### src/rtl/cpwm_pkg.sv
`timescale 1ns/1ps
package cpwm_pkg;
  // Strobes from control to datapath
  typedef struct packed {
    logic load;   // enable rising: load start count
    logic tick;   // prescaler tick: advance count
  } cpwmStb_t;

  localparam int ADDR_START = 0;
  localparam int ADDR_CMP   = 1;
  localparam int ADDR_REL   = 2;
  localparam int ADDR_CTRL  = 3;
  localparam int ADDR_DEAD  = 4;
endpackage

### src/rtl/cpwm_ctrl.sv
`timescale 1ns/1ps
module cpwm_ctrl
  import cpwm_pkg::*;
#(
  parameter int CNT_W  = 16,
  parameter int PSC_W  = 3,
  parameter int DB_W   = 8,
  parameter int ADDR_W = 3
) (
  input  logic              clk,
  input  logic              rstN,
  input  logic              wrEn,
  input  logic [ADDR_W-1:0] wrAddr,
  input  logic [CNT_W-1:0]  wrData,
  output cpwmStb_t          stb,
  output logic [CNT_W-1:0]  startVal,
  output logic [CNT_W-1:0]  cmpVal,
  output logic [CNT_W-1:0]  relVal,
  output logic [DB_W-1:0]   dbVal,
  output logic              polSel,
  output logic              dualEn,
  output logic              runEn
);
  localparam int PSC_CNT_W = (1 << PSC_W) - 1;
  localparam int EN_BIT    = 0;
  localparam int PSC_LSB   = 1;
  localparam int POL_BIT   = PSC_LSB + PSC_W;
  localparam int DUAL_BIT  = POL_BIT + 1;

  logic [PSC_W-1:0]     pscSel;
  logic [PSC_CNT_W-1:0] pscCnt;
  logic [PSC_CNT_W:0]   maskWide;
  logic [PSC_CNT_W-1:0] pscMask;
  logic                 ctrlWr;

  assign ctrlWr   = wrEn && (wrAddr == ADDR_W'(ADDR_CTRL));
  assign maskWide = ({{PSC_CNT_W{1'b0}}, 1'b1} << pscSel) - {{PSC_CNT_W{1'b0}}, 1'b1};
  assign pscMask  = maskWide[PSC_CNT_W-1:0];

  assign stb.load = ctrlWr && wrData[EN_BIT] && !runEn;
  assign stb.tick = runEn && ((pscCnt & pscMask) == pscMask);

  always_ff @(posedge clk or negedge rstN) begin
    if (!rstN) begin
      startVal <= '0;
      cmpVal   <= '0;
      relVal   <= '0;
      dbVal    <= '0;
      pscSel   <= '0;
      polSel   <= 1'b0;
      dualEn   <= 1'b0;
      runEn    <= 1'b0;
    end else if (wrEn) begin
      case (wrAddr)
        ADDR_W'(ADDR_START): startVal <= wrData;
        ADDR_W'(ADDR_CMP):   cmpVal   <= wrData;
        ADDR_W'(ADDR_REL):   relVal   <= wrData;
        ADDR_W'(ADDR_DEAD):  dbVal    <= wrData[DB_W-1:0];
        ADDR_W'(ADDR_CTRL): begin
          runEn  <= wrData[EN_BIT];
          pscSel <= wrData[PSC_LSB +: PSC_W];
          polSel <= wrData[POL_BIT];
          dualEn <= wrData[DUAL_BIT];
        end
        default: ;
      endcase
    end
  end

  always_ff @(posedge clk or negedge rstN) begin
    if (!rstN)         pscCnt <= '0;
    else if (stb.load) pscCnt <= '0;
    else if (runEn)    pscCnt <= pscCnt + 1'b1;
  end


  load_enable_chk: assert property (@(posedge clk) disable iff (!rstN)
    stb.load |=> (runEn && $stable(startVal)));
endmodule

### src/rtl/cpwm_datapath.sv
`timescale 1ns/1ps
module cpwm_datapath
  import cpwm_pkg::*;
#(
  parameter int CNT_W = 16,
  parameter int DB_W  = 8
) (
  input  logic             clk,
  input  logic             rstN,
  input  cpwmStb_t         stb,
  input  logic [CNT_W-1:0] startVal,
  input  logic [CNT_W-1:0] cmpVal,
  input  logic [CNT_W-1:0] relVal,
  input  logic [DB_W-1:0]  dbVal,
  input  logic             polSel,
  input  logic             dualEn,
  input  logic             runEn,
  output logic             pwmOut,
  output logic             pwmOutN,
  output logic             irqPulse
);
  logic [CNT_W-1:0] cntQ;
  logic [DB_W-1:0]  dbCnt;
  logic [DB_W-1:0]  dbRemain;
  logic             prevPhase;
  logic             phase;
  logic             atReload;
  logic             settled;
  logic             irqQ;

  assign atReload = (cntQ == relVal);
  assign phase    = polSel ? (cntQ <= cmpVal) : (cntQ > cmpVal);
  assign dbRemain = (phase != prevPhase) ? dbVal : dbCnt;
  assign settled  = (dbRemain == '0);

  assign pwmOut   = runEn && phase && settled;
  assign pwmOutN  = runEn && dualEn && !phase && settled;
  assign irqPulse = irqQ;

  always_ff @(posedge clk or negedge rstN) begin
    if (!rstN) begin
      cntQ <= '0;
      irqQ <= 1'b0;
    end else begin
      irqQ <= stb.tick && atReload;
      if (stb.load)
        cntQ <= startVal;
      else if (stb.tick)
        cntQ <= atReload ? CNT_W'(1) : cntQ + 1'b1;
    end
  end

  always_ff @(posedge clk or negedge rstN) begin
    if (!rstN) begin
      prevPhase <= 1'b0;
      dbCnt     <= '0;
    end else begin
      prevPhase <= phase;
      dbCnt     <= settled ? '0 : dbRemain - 1'b1;
    end
  end


  irq_count_one_chk: assert property (@(posedge clk) disable iff (!rstN)
    irqPulse |-> (cntQ == CNT_W'(1)));

  cnt_hold_chk: assert property (@(posedge clk) disable iff (!rstN)
    !(stb.tick || stb.load) |=> $stable(cntQ));

  db_gap_main_chk: assert property (@(posedge clk) disable iff (!rstN)
    ($rose(pwmOut) && dbVal != '0) |-> !$past(pwmOutN));

  db_gap_comp_chk: assert property (@(posedge clk) disable iff (!rstN)
    ($rose(pwmOutN) && dbVal != '0) |-> !$past(pwmOut));
endmodule

### src/rtl/cpwm_timer.sv
`timescale 1ns/1ps
module cpwm_timer
  import cpwm_pkg::*;
#(
  parameter int CNT_W  = 16,
  parameter int PSC_W  = 3,
  parameter int DB_W   = 8,
  parameter int ADDR_W = 3
) (
  input  logic              clk,
  input  logic              rstN,
  input  logic              wrEn,
  input  logic [ADDR_W-1:0] wrAddr,
  input  logic [CNT_W-1:0]  wrData,
  output logic              pwmOut,
  output logic              pwmOutN,
  output logic              irqPulse
);
  cpwmStb_t         stb;
  logic [CNT_W-1:0] startVal, cmpVal, relVal;
  logic [DB_W-1:0]  dbVal;
  logic             polSel, dualEn, runEn;

  cpwm_ctrl #(.CNT_W(CNT_W), .PSC_W(PSC_W), .DB_W(DB_W), .ADDR_W(ADDR_W)) u_ctrl (
    .clk(clk), .rstN(rstN), .wrEn(wrEn), .wrAddr(wrAddr), .wrData(wrData),
    .stb(stb), .startVal(startVal), .cmpVal(cmpVal), .relVal(relVal),
    .dbVal(dbVal), .polSel(polSel), .dualEn(dualEn), .runEn(runEn)
  );

  cpwm_datapath #(.CNT_W(CNT_W), .DB_W(DB_W)) u_dp (
    .clk(clk), .rstN(rstN), .stb(stb), .startVal(startVal), .cmpVal(cmpVal),
    .relVal(relVal), .dbVal(dbVal), .polSel(polSel), .dualEn(dualEn),
    .runEn(runEn), .pwmOut(pwmOut), .pwmOutN(pwmOutN), .irqPulse(irqPulse)
  );


  no_overlap_chk: assert property (@(posedge clk) disable iff (!rstN)
    !(pwmOut && pwmOutN));
endmodule

### config.mk
export PLATFORM = sky130hd
export DESIGN_NAME = cpwm_timer
export DESIGN_NICKNAME = d
export VERILOG_FILES = /design/src/rtl/cpwm_pkg.sv /design/src/rtl/cpwm_ctrl.sv /design/src/rtl/cpwm_datapath.sv /design/src/rtl/cpwm_timer.sv
export SDC_FILE = /design/constraint.sdc
export NUM_CORES = 1
export LEC_CHECK = 0
export CAP_MARGIN = 20
export CORE_ASPECT_RATIO = 1.1
export CORE_MARGIN = 8
export CORE_UTILIZATION = 40
export CTS_BUF_LIST = sky130_fd_sc_hd__clkbuf_4
export DETAILED_ROUTE_END_ITERATION = 10
export GPL_ROUTABILITY_DRIVEN = 0
export HOLD_SLACK_MARGIN = 0.05
export SLEW_MARGIN = 20
export SYNTH_ARGS = -nofsm -noshare
export SYNTH_HDL_FRONTEND = slang
export SYNTH_SLANG_ARGS = --single-unit
### constraint.sdc
create_clock -name clk -period 5.3 [get_ports clk]
set_input_delay 0.53 -clock clk [delete_from_list [all_inputs] [get_ports clk]]
set_output_delay 0.53 -clock clk [all_outputs]
set_load 0.02 [all_outputs]
==> summary by stage, run 1 <==
Outcome
The run finished with clean final reports.

Hold path
The sink of the worst hold path is u_dp.cntQ[0]. In this run the most critical hold path is launched from u_ctrl.startVal[0]. Counting instances, the worst hold path has a depth of 2. The class of the worst hold path is register to register.

Yosys
A synthesized cell averages 10.0 sq um. Yosys mapped a number of flops with a built-in enable equal to 0. The mapped netlist covers 0.00496 sq mm.

The net count of the mapped netlist is 537. The number of synthesized register bits is 95. In the synthesized netlist the dominant register cell turns out to be dfrtp_1. The synthesized design devotes to its leading area cell type roughly 48% of total area.

Yosys attributes the largest share of cell area to dfrtp_1 (48%), mux2_2 (9.8%), o21ai_0 (5.7%). The largest area contributor in the netlist is dfrtp_1. In the synthesized netlist, the number of instances is 496.

The synthesis warning total is 0. For this run, asynchronously set or reset flops after synthesis account for 100%. Synthesis instantiated 40 different standard cells from the library. Summing the sequential cell areas from Yosys gives 47.9% of the chip area.

Routing
The first detailed-routing pass ran for 4 iterations. The highest routed metal layer is met4. The starting DRC count in detailed routing is 184.

For this block, wires on met1 add up to roughly 5000 um. The final layout contains routed wiring with a total length of 10,600 um. The detailed-route DRC error count is 0. The met2 routed wirelength is 5120 um. The via count normalized by instance count is 5.29. The routed length on met3 is 235 um. The routed wire length per instance is 15.7 um. The via count is around 3,600.

The post-detailed-route count of antenna-violating nets is 0.

Clock tree
The number of post-CTS setup repair buffers is 0. The maximum root-to-sink buffer count is 2. The number of sinks handled by clock tree synthesis is 95. The maximum level of the CTS H-tree is 3. The root cell of the clock tree is clkbuf_4.

The worst-skew pair later-pin latency is about 460 ps. Buffers inserted during clock tree synthesis total 9. The CTS tree is done. After clock tree synthesis, the clock-pin slew on the worst setup and hold paths is approximately 130 ps.

Power and ir drop
Dividing total power by cell area gives a power density of 424 mW/mm^2. Summed over all cells, the static leakage comes to 2.29 nW. Across the VDD grid, the largest voltage drop is 0.201 mV.

The design draws 0.00233 W.

STA
Setup repair after global routing left no endpoint under its margin. The actual transition at the worst max-transition pin is ~1000 ps. For the final database, setup skew stands at ~18 ps. In the final timing run, aggregate negative setup slack is 0 ps. The count of pins over their slew limit is 0. The relative slew slack is about a third. The number of hold violations in the final report is 0. The setup-violating endpoint count in the final report is 0.

The top achievable clock speed is 211 MHz. The fraction of the cycle the final worst path needs is between 80 and 90%. The minimum clock period after layout is around 4700 ps.

Layout
Fill cells in the final layout number 1,174. The total number of nets in the final design is 559. Registers take 0.00238 sq mm. The area growth from synthesis to layout is 10.8%. In the final layout, the share of cells above drive strength 1 is around 14%. The area taken by multi-input logic gates is 0.00243 sq mm. The total inserted antenna cells is 0.

Floorplanning
The I/O pin count is 25. The floorplan step defined a die boundary enclosing 0.0162 sq mm. The core outline area is 0.0121 sq mm. The number of placement rows is 42.

For this configuration, the core starts out at a cell density of 41.0%. In this run the horizontal extent of the chip is 122 um. The chip height is approximately 130 um.

GRT
The global-route wire length before repair is 18,200 um. Entering global routing, the biggest net connects 54 pins. The initial antenna violation count is 0.

The number of global-route vias before repair was roughly 3,800. The remaining global-route overflow is 0. Global routing used 14.0% of the available tracks.

Critical path
Counting cells, the worst reg-to-reg path comes to 14. The critical path data required time is 4770 ps. In this design, the stage delay of the slowest critical-path cell is ~470 ps. The critical path class is register to output port.

The cell with the largest stage delay on the worst path is dfrtp_1. The reg-to-reg startpoint is u_dp.cntQ[12]. The worst reg-to-reg setup slack is 1450 ps. The worst setup path is captured at an output port. The startpoint type of the worst setup path is a register. The worst register-to-register path ends at u_dp.dbCnt[2]. For the worst setup path, the data arrival time is 4200 ps. Traced cell by cell, the critical path runs through ha_1, nand4_1, or3_4, a211oi_2, nor3_1, or3_1, and2_4, mux2i_1, ha_1, nand2_1, nor2_1, and2_1, nand2_1, o21ai_0, and3_1, dlymetal6s2s_1.

The top fanout value on the critical path is 10.

Placement
Detailed placement finished with a half-perimeter wire length of 7680 um. The number of buffers added on ports is 24.

Run
The tool flagged a number of max-cap violations equal to 0.
cell usage after synthesis (2+ instances only):
| cell | count |
|---|---|
| o41a_1 | 3 |
| buf_1 | 2 |
| nor3b_1 | 2 |
| mux2i_1 | 10 |
| nor3_1 | 14 |
| nand3_1 | 10 |
| nor2_1 | 26 |
| and3_1 | 6 |
| o21a_1 | 3 |
| dfrtp_1 | 95 |
| mux2_2 | 43 |
| o21ai_0 | 56 |
| a22o_1 | 4 |
| nand4_1 | 8 |
| inv_1 | 22 |
| xor2_1 | 5 |
| xnor2_1 | 20 |
| nand2_1 | 71 |
| clkbuf_1 | 15 |
| buf_2 | 3 |
| ha_1 | 19 |
| nor4_1 | 2 |
| nor2b_1 | 8 |
| o211ai_1 | 3 |
| o31a_1 | 10 |
| or3_1 | 4 |
| a21oi_1 | 15 |
| a31oi_1 | 5 |
layout by cell type, fill, tap and decap left out, types with 2 or more instances in the layout:
master,count
a31oi_1,5
or3_1,4
clkbuf_4,11
nand3_1,10
clkdlybuf4s50_1,21
buf_4,8
clkinv_2,2
nor2_1,25
o21ai_0,56
xor2_1,5
and3_1,6
nand4_1,8
dfrtp_1,95
nor3_1,14
ha_1,19
o41a_1,3
o31a_1,10
mux2_2,43
a21oi_1,15
inv_1,22
mux2i_1,10
dlymetal6s2s_1,2
a22o_1,4
nand2_1,71
o211ai_1,3
nor2b_1,8
o21a_1,3
xnor2_1,20
clkinv_1,2
final cells by class:
type / instances / share of cell area, %
well taps: 154 / 3.51
clock inverters: 5 / 0.455
clock buffers: 11 / 1.50
repair buffers: 32 / 5.56
inverters: 22 / 1.50
multi-input cells: 358 / 44.2
flip-flops and latches: 95 / 43.3
flip-flops by register name (all words and copies together), names as in the netlist:
| signal | cells |
|---|---|
| u_ctrl.startVal | 16 |
| u_ctrl.cmpVal | 16 |
| u_ctrl.runEn | 1 |
| u_dp.dbCnt | 8 |
| u_dp.prevPhase | 1 |
| u_ctrl.relVal | 16 |
| u_dp.irqPulse | 1 |
| u_ctrl.pscCnt | 7 |
| u_ctrl.polSel | 1 |
| u_ctrl.dualEn | 1 |
| u_dp.cntQ | 16 |
| u_ctrl.pscSel | 3 |
| u_ctrl.dbVal | 8 |
worst max path at each step:
stage,start,to,slack [ps],depth (start not counted)
floorplan,u_dp.cntQ[15],pwmOutN,1410,16
finish,u_dp.cntQ[12],pwmOut,570,16
CTS,u_dp.cntQ[15],pwmOut,160,16
global route,u_dp.cntQ[15],pwmOut,290,16
detailed placement,u_dp.cntQ[15],pwmOut,710,16
global placement,u_dp.cntQ[12],pwmOut,800,16
per-stage QoR:
step	hold WS, ps	worst slack (ps)	instances	area [sq um]	util (%)
floorplan	234	1410	496	4960	-
global placement	463	801	660	5370	44.4
detailed placement	468	705	660	5370	44.4
CTS	501	155	677	5490	45.4
global route	522	286	677	5490	45.5
finish	495	572	677	5490	45.5
critical path: cells and delay by family (launching register included):
family,cells,cell delay [ps]
and+or+nand+nor,10,2040
adders and majority gates,2,550
DFF,1,470
buffers and inverters,1,220
AOI/OAI and AO/OA,2,270
muxes,1,170
power by group:
part,leakage (nW),internal (W),switching (W)
logic,1.07,0.000424,0.000409
registers,1.15,0.000932,0.000224
clock network,0.0617,0.000103,0.000236
layer usage:
layer | global-route usage, % | up-vias
li1 | - | 1781
met1 | 16.9 | 1741
met2 | 23.4 | 40
met3 | 2.55 | 21
met4 | 6.98 | 0
met5 | 0 | -
kinds of logic after synthesis:
| logic type | after synthesis | synth area share, % |
|---|---|---|
| buffers and inverters | 43 | 3.48 |
| AO/OA/AOI/OAI | 103 | 12.5 |
| flip-flops | 95 | 47.9 |
| AND/OR/NAND/NOR | 157 | 14.6 |
| adder cells (fa/ha/maj) | 19 | 4.79 |
| XOR/XNOR | 25 | 4.41 |
| multiplexers | 54 | 12.2 |
timing repair:
item / in CTS / in global routing
resized for setup: 0 / 2
endpoints found under the setup margin: 0 / 2
endpoints found under the hold margin: 24 / 0
hold buffers: 1 / 0
Note: power is estimated with default switching activity, not from simulation.
==> run 2, diff against run 1 <==
--- a/config.mk
+++ b/config.mk
@@ -13,6 +13,7 @@
 export DETAILED_ROUTE_END_ITERATION = 10
 export GPL_ROUTABILITY_DRIVEN = 0
 export HOLD_SLACK_MARGIN = 0.05
+export REMOVE_ABC_BUFFERS = 1
 export SLEW_MARGIN = 20
 export SYNTH_ARGS = -nofsm -noshare
 export SYNTH_HDL_FRONTEND = slang
==> summary by stage, run 2 (synthesized netlist as in run 1, its figures left out) <==
STA
The worst clock skew is 14.0 ps (was 18.1 ps). Unrepaired setup endpoints after global routing: no (unchanged). The worst hold-check slack is 493 ps (was 495 ps). The setup-violating endpoint count in the final report was 0 (unchanged). The post-route setup TNS is 0 ps (unchanged).

The minimum clock period after layout is 4720 ps (was 4730 ps). The number of hold violations in the final report is 0 (unchanged). The relative slew slack is 43.7% (was 32.6%). The fraction of the cycle the final worst path needs is 89.0% (was 89.2%). The count of pins over their slew limit is 0 (unchanged). The actual transition at the worst max-transition pin was 845 ps (was 1010 ps). The top achievable clock speed is 212 MHz (was 211 MHz).

Floorplanning
The I/O pin count is 25 (unchanged). The die footprint is 0.0162 sq mm (unchanged). The chip height is 133 um (unchanged). The initial core utilization is 41.0% (unchanged). The horizontal die dimension is 122 um (unchanged). The core outline area is 0.0121 sq mm (unchanged). The number of placement rows is 42 (unchanged).

Routing
The routed wire length per instance was 15.9 um (was 15.7 um). The detailed-route DRC error count is 0 (unchanged). The number of iterations in the first detailed-routing pass is 5 (was 4).

The starting DRC count in detailed routing is 187 (was 184). The final wirelength is 10,700 um (was 10,600 um). The post-detailed-route count of antenna-violating nets is 0 (unchanged). The via count is 3,622 (was 3,583). The via count normalized by instance count was 5.36 (was 5.29).

Layout
The core utilization of the finished layout came to 45.7% (was 45.5%). The area growth from synthesis to layout came to 11.4% (was 10.8%). The fraction of layout cells with a size suffix above 1 is 14.6% (was 14.0%).

The total inserted antenna cells is 0 (unchanged). The final cell area excluding filler cells is 0.00552 sq mm (was 0.00549 sq mm). The most common library cell in the layout ignoring fill and taps is dfrtp_1 (unchanged). Leading cell types in the layout, fill and taps excluded: dfrtp_1 (95), nand2_1 (71), o21ai_0 (55), mux2_2 (43), nor2_1 (25) (was dfrtp_1 (95), nand2_1 (71), o21ai_0 (56), mux2_2 (43), nor2_1 (25)). The total number of nets in the final design is 558 (was 559).

Critical path
The critical path data required time is 4770 ps (about the same). The capturing element type of the critical path is an output port (unchanged). The worst reg-to-reg setup slack came to 1450 ps (about the same).

The data arrival time at the worst-slack endpoint is 4190 ps (was 4200 ps). The reg-to-reg startpoint was u_dp.cntQ[12] (unchanged). The critical path class is register to output port (unchanged). The depth of the most critical reg-to-reg path is 14 (unchanged).

The top fanout value on the critical path was 10 (unchanged). The critical register-to-register path endpoint is u_dp.dbCnt[2] (unchanged). The startpoint type of the worst setup path is a register (unchanged).

Power and ir drop
The internal cell power is 0.00151 W (was 0.00146 W). The switching share of power came to 36.8% (was 37.3%). The maximum VDD drop is 0.187 mV (was 0.201 mV). The power density over the cells is 432 mW/mm^2 (was 424 mW/mm^2). The switching power total came to 0.000879 W (was 0.000869 W). The post-route total power came to 0.00239 W (was 0.00233 W).

The part of the total power dissipated in combinational logic is 35.3% (was 35.8%). The clock share of power came to 16.2% (was 14.5%). The static leakage was 2.28 nW (was 2.29 nW). The share of total power in sequential cells was 48.5% (was 49.7%).

Clock tree
The number of sinks handled by clock tree synthesis is 95 (unchanged). The maximum root-to-sink buffer count is 2 (unchanged). The number of buffers added by the clock tree synthesis step is 9 (unchanged). The maximum level of the CTS H-tree is 3 (unchanged).

The number of post-CTS setup repair buffers was 0 (unchanged). The worst-skew pair later-pin latency was 440 ps (was 460 ps). The CTS tree is done (unchanged).

The root cell of the clock tree was clkbuf_4 (unchanged). The clock edge transition at the registers on the reported setup and hold paths was 140 ps (was 130 ps).

Hold path
The class of the worst hold path is register to register (unchanged). The number of cells traversed by the worst hold path was 2 (unchanged). The sink of the worst hold path is u_dp.cntQ[7] (was u_dp.cntQ[0]). The hold path startpoint was u_ctrl.startVal[7] (was u_ctrl.startVal[0]).

GRT
The global-route wire length before repair was 18,700 um (was 18,200 um). The maximum number of pins on one net before global-route repair is 68 (was 54). The remaining global-route overflow is 0 (unchanged). The total global routing track utilization came to 14.3% (was 14.0%).

The number of global-route vias before repair is 3,786 (was 3,770). The initial antenna violation count is 0 (unchanged).

Placement
The placed wire-length estimate is 7590 um (was 7680 um). The number of buffers added on ports is 24 (unchanged). The placed cell area came to 0.00537 sq mm (about the same).

Run
The count of max-cap constraint violations is 0 (unchanged).

Outcome
Outcome: finished, final reports clean (unchanged).
## run 2: timing repair
action,in CTS,in global routing
endpoints found under the hold margin,28,0
resized for setup,0,4
endpoints found under the setup margin,0,2
hold buffers,1,0
## run 2: metal layers
metal | share of wire [%] | vias to the layer above | GRT usage [%] | wire, um
li1 | - | 1787 | - | -
met1 | 48 | 1753 | 18.6 | 5150
met2 | 47 | 67 | 22.9 | 4980
met3 | 3.7 | 15 | 2.38 | 401
met4 | 1.7 | 0 | 5.56 | 183
met5 | 0 | - | 0 | 0
## run 2: area by class of cell
cell class	instances	area [sq um]
Timing Repair Buffer	31	298
Clock inverter	6	61.3
Inverter	22	82.6
Fill cell	1175	6560
Sequential cell	95	2380
Clock buffer	10	75.1
Multi-Input combinational cell	358	2440
Tap cell	154	193
## run 2: worst max-delay path: stages (launching register included)
cell and delay (ps):
dfrtp_1 480, ha_1 300, nand4_1 150, or3_4 440, a211oi_2 200, nor3_1 110
or3_1 410, and2_4 230, mux2i_1 170, ha_2 230, nand2_1 100, nor2_1 170
and2_1 220, nand2_1 60, o21ai_0 80, and3_1 170, dlymetal6s2s_1 220
## run 2: how the worst max path moves through the flow
stage	slack [ps]	start	end	depth (start not counted)
3_3_place_gp	780	u_dp.cntQ[15]	pwmOut	16
4_1_cts	150	u_dp.cntQ[13]	pwmOut	16
2_1_floorplan	1490	u_dp.cntQ[15]	pwmOutN	15
3_5_place_dp	690	u_dp.cntQ[15]	pwmOut	16
6_report	580	u_dp.cntQ[12]	pwmOut	16
5_1_grt	170	u_dp.cntQ[14]	pwmOutN	16
## run 2: per-stage QoR
| step | setup WS [ps] | std cells |
|---|---|---|
| 6_report | 581 | 676 |
| 5_1_grt | 165 | 676 |
| 4_1_cts | 149 | 676 |
| 3_5_place_dp | 688 | 659 |
| 3_3_place_gp | 777 | 659 |
| 2_1_floorplan | 1490 | 475 |
## run 2: power by group through the flow
stage | sequential, W | clock, W | combinational [W]
2_1_floorplan | 0.00111 | 0 | 0.000652
4_1_cts | 0.00116 | 0.000406 | 0.000849
3_5_place_dp | 0.00117 | 0 | 0.000840
3_3_place_gp | 0.00116 | 0 | 0.000823
6_report | 0.00116 | 0.000386 | 0.000843
5_1_grt | 0.00119 | 0.000427 | 0.000969
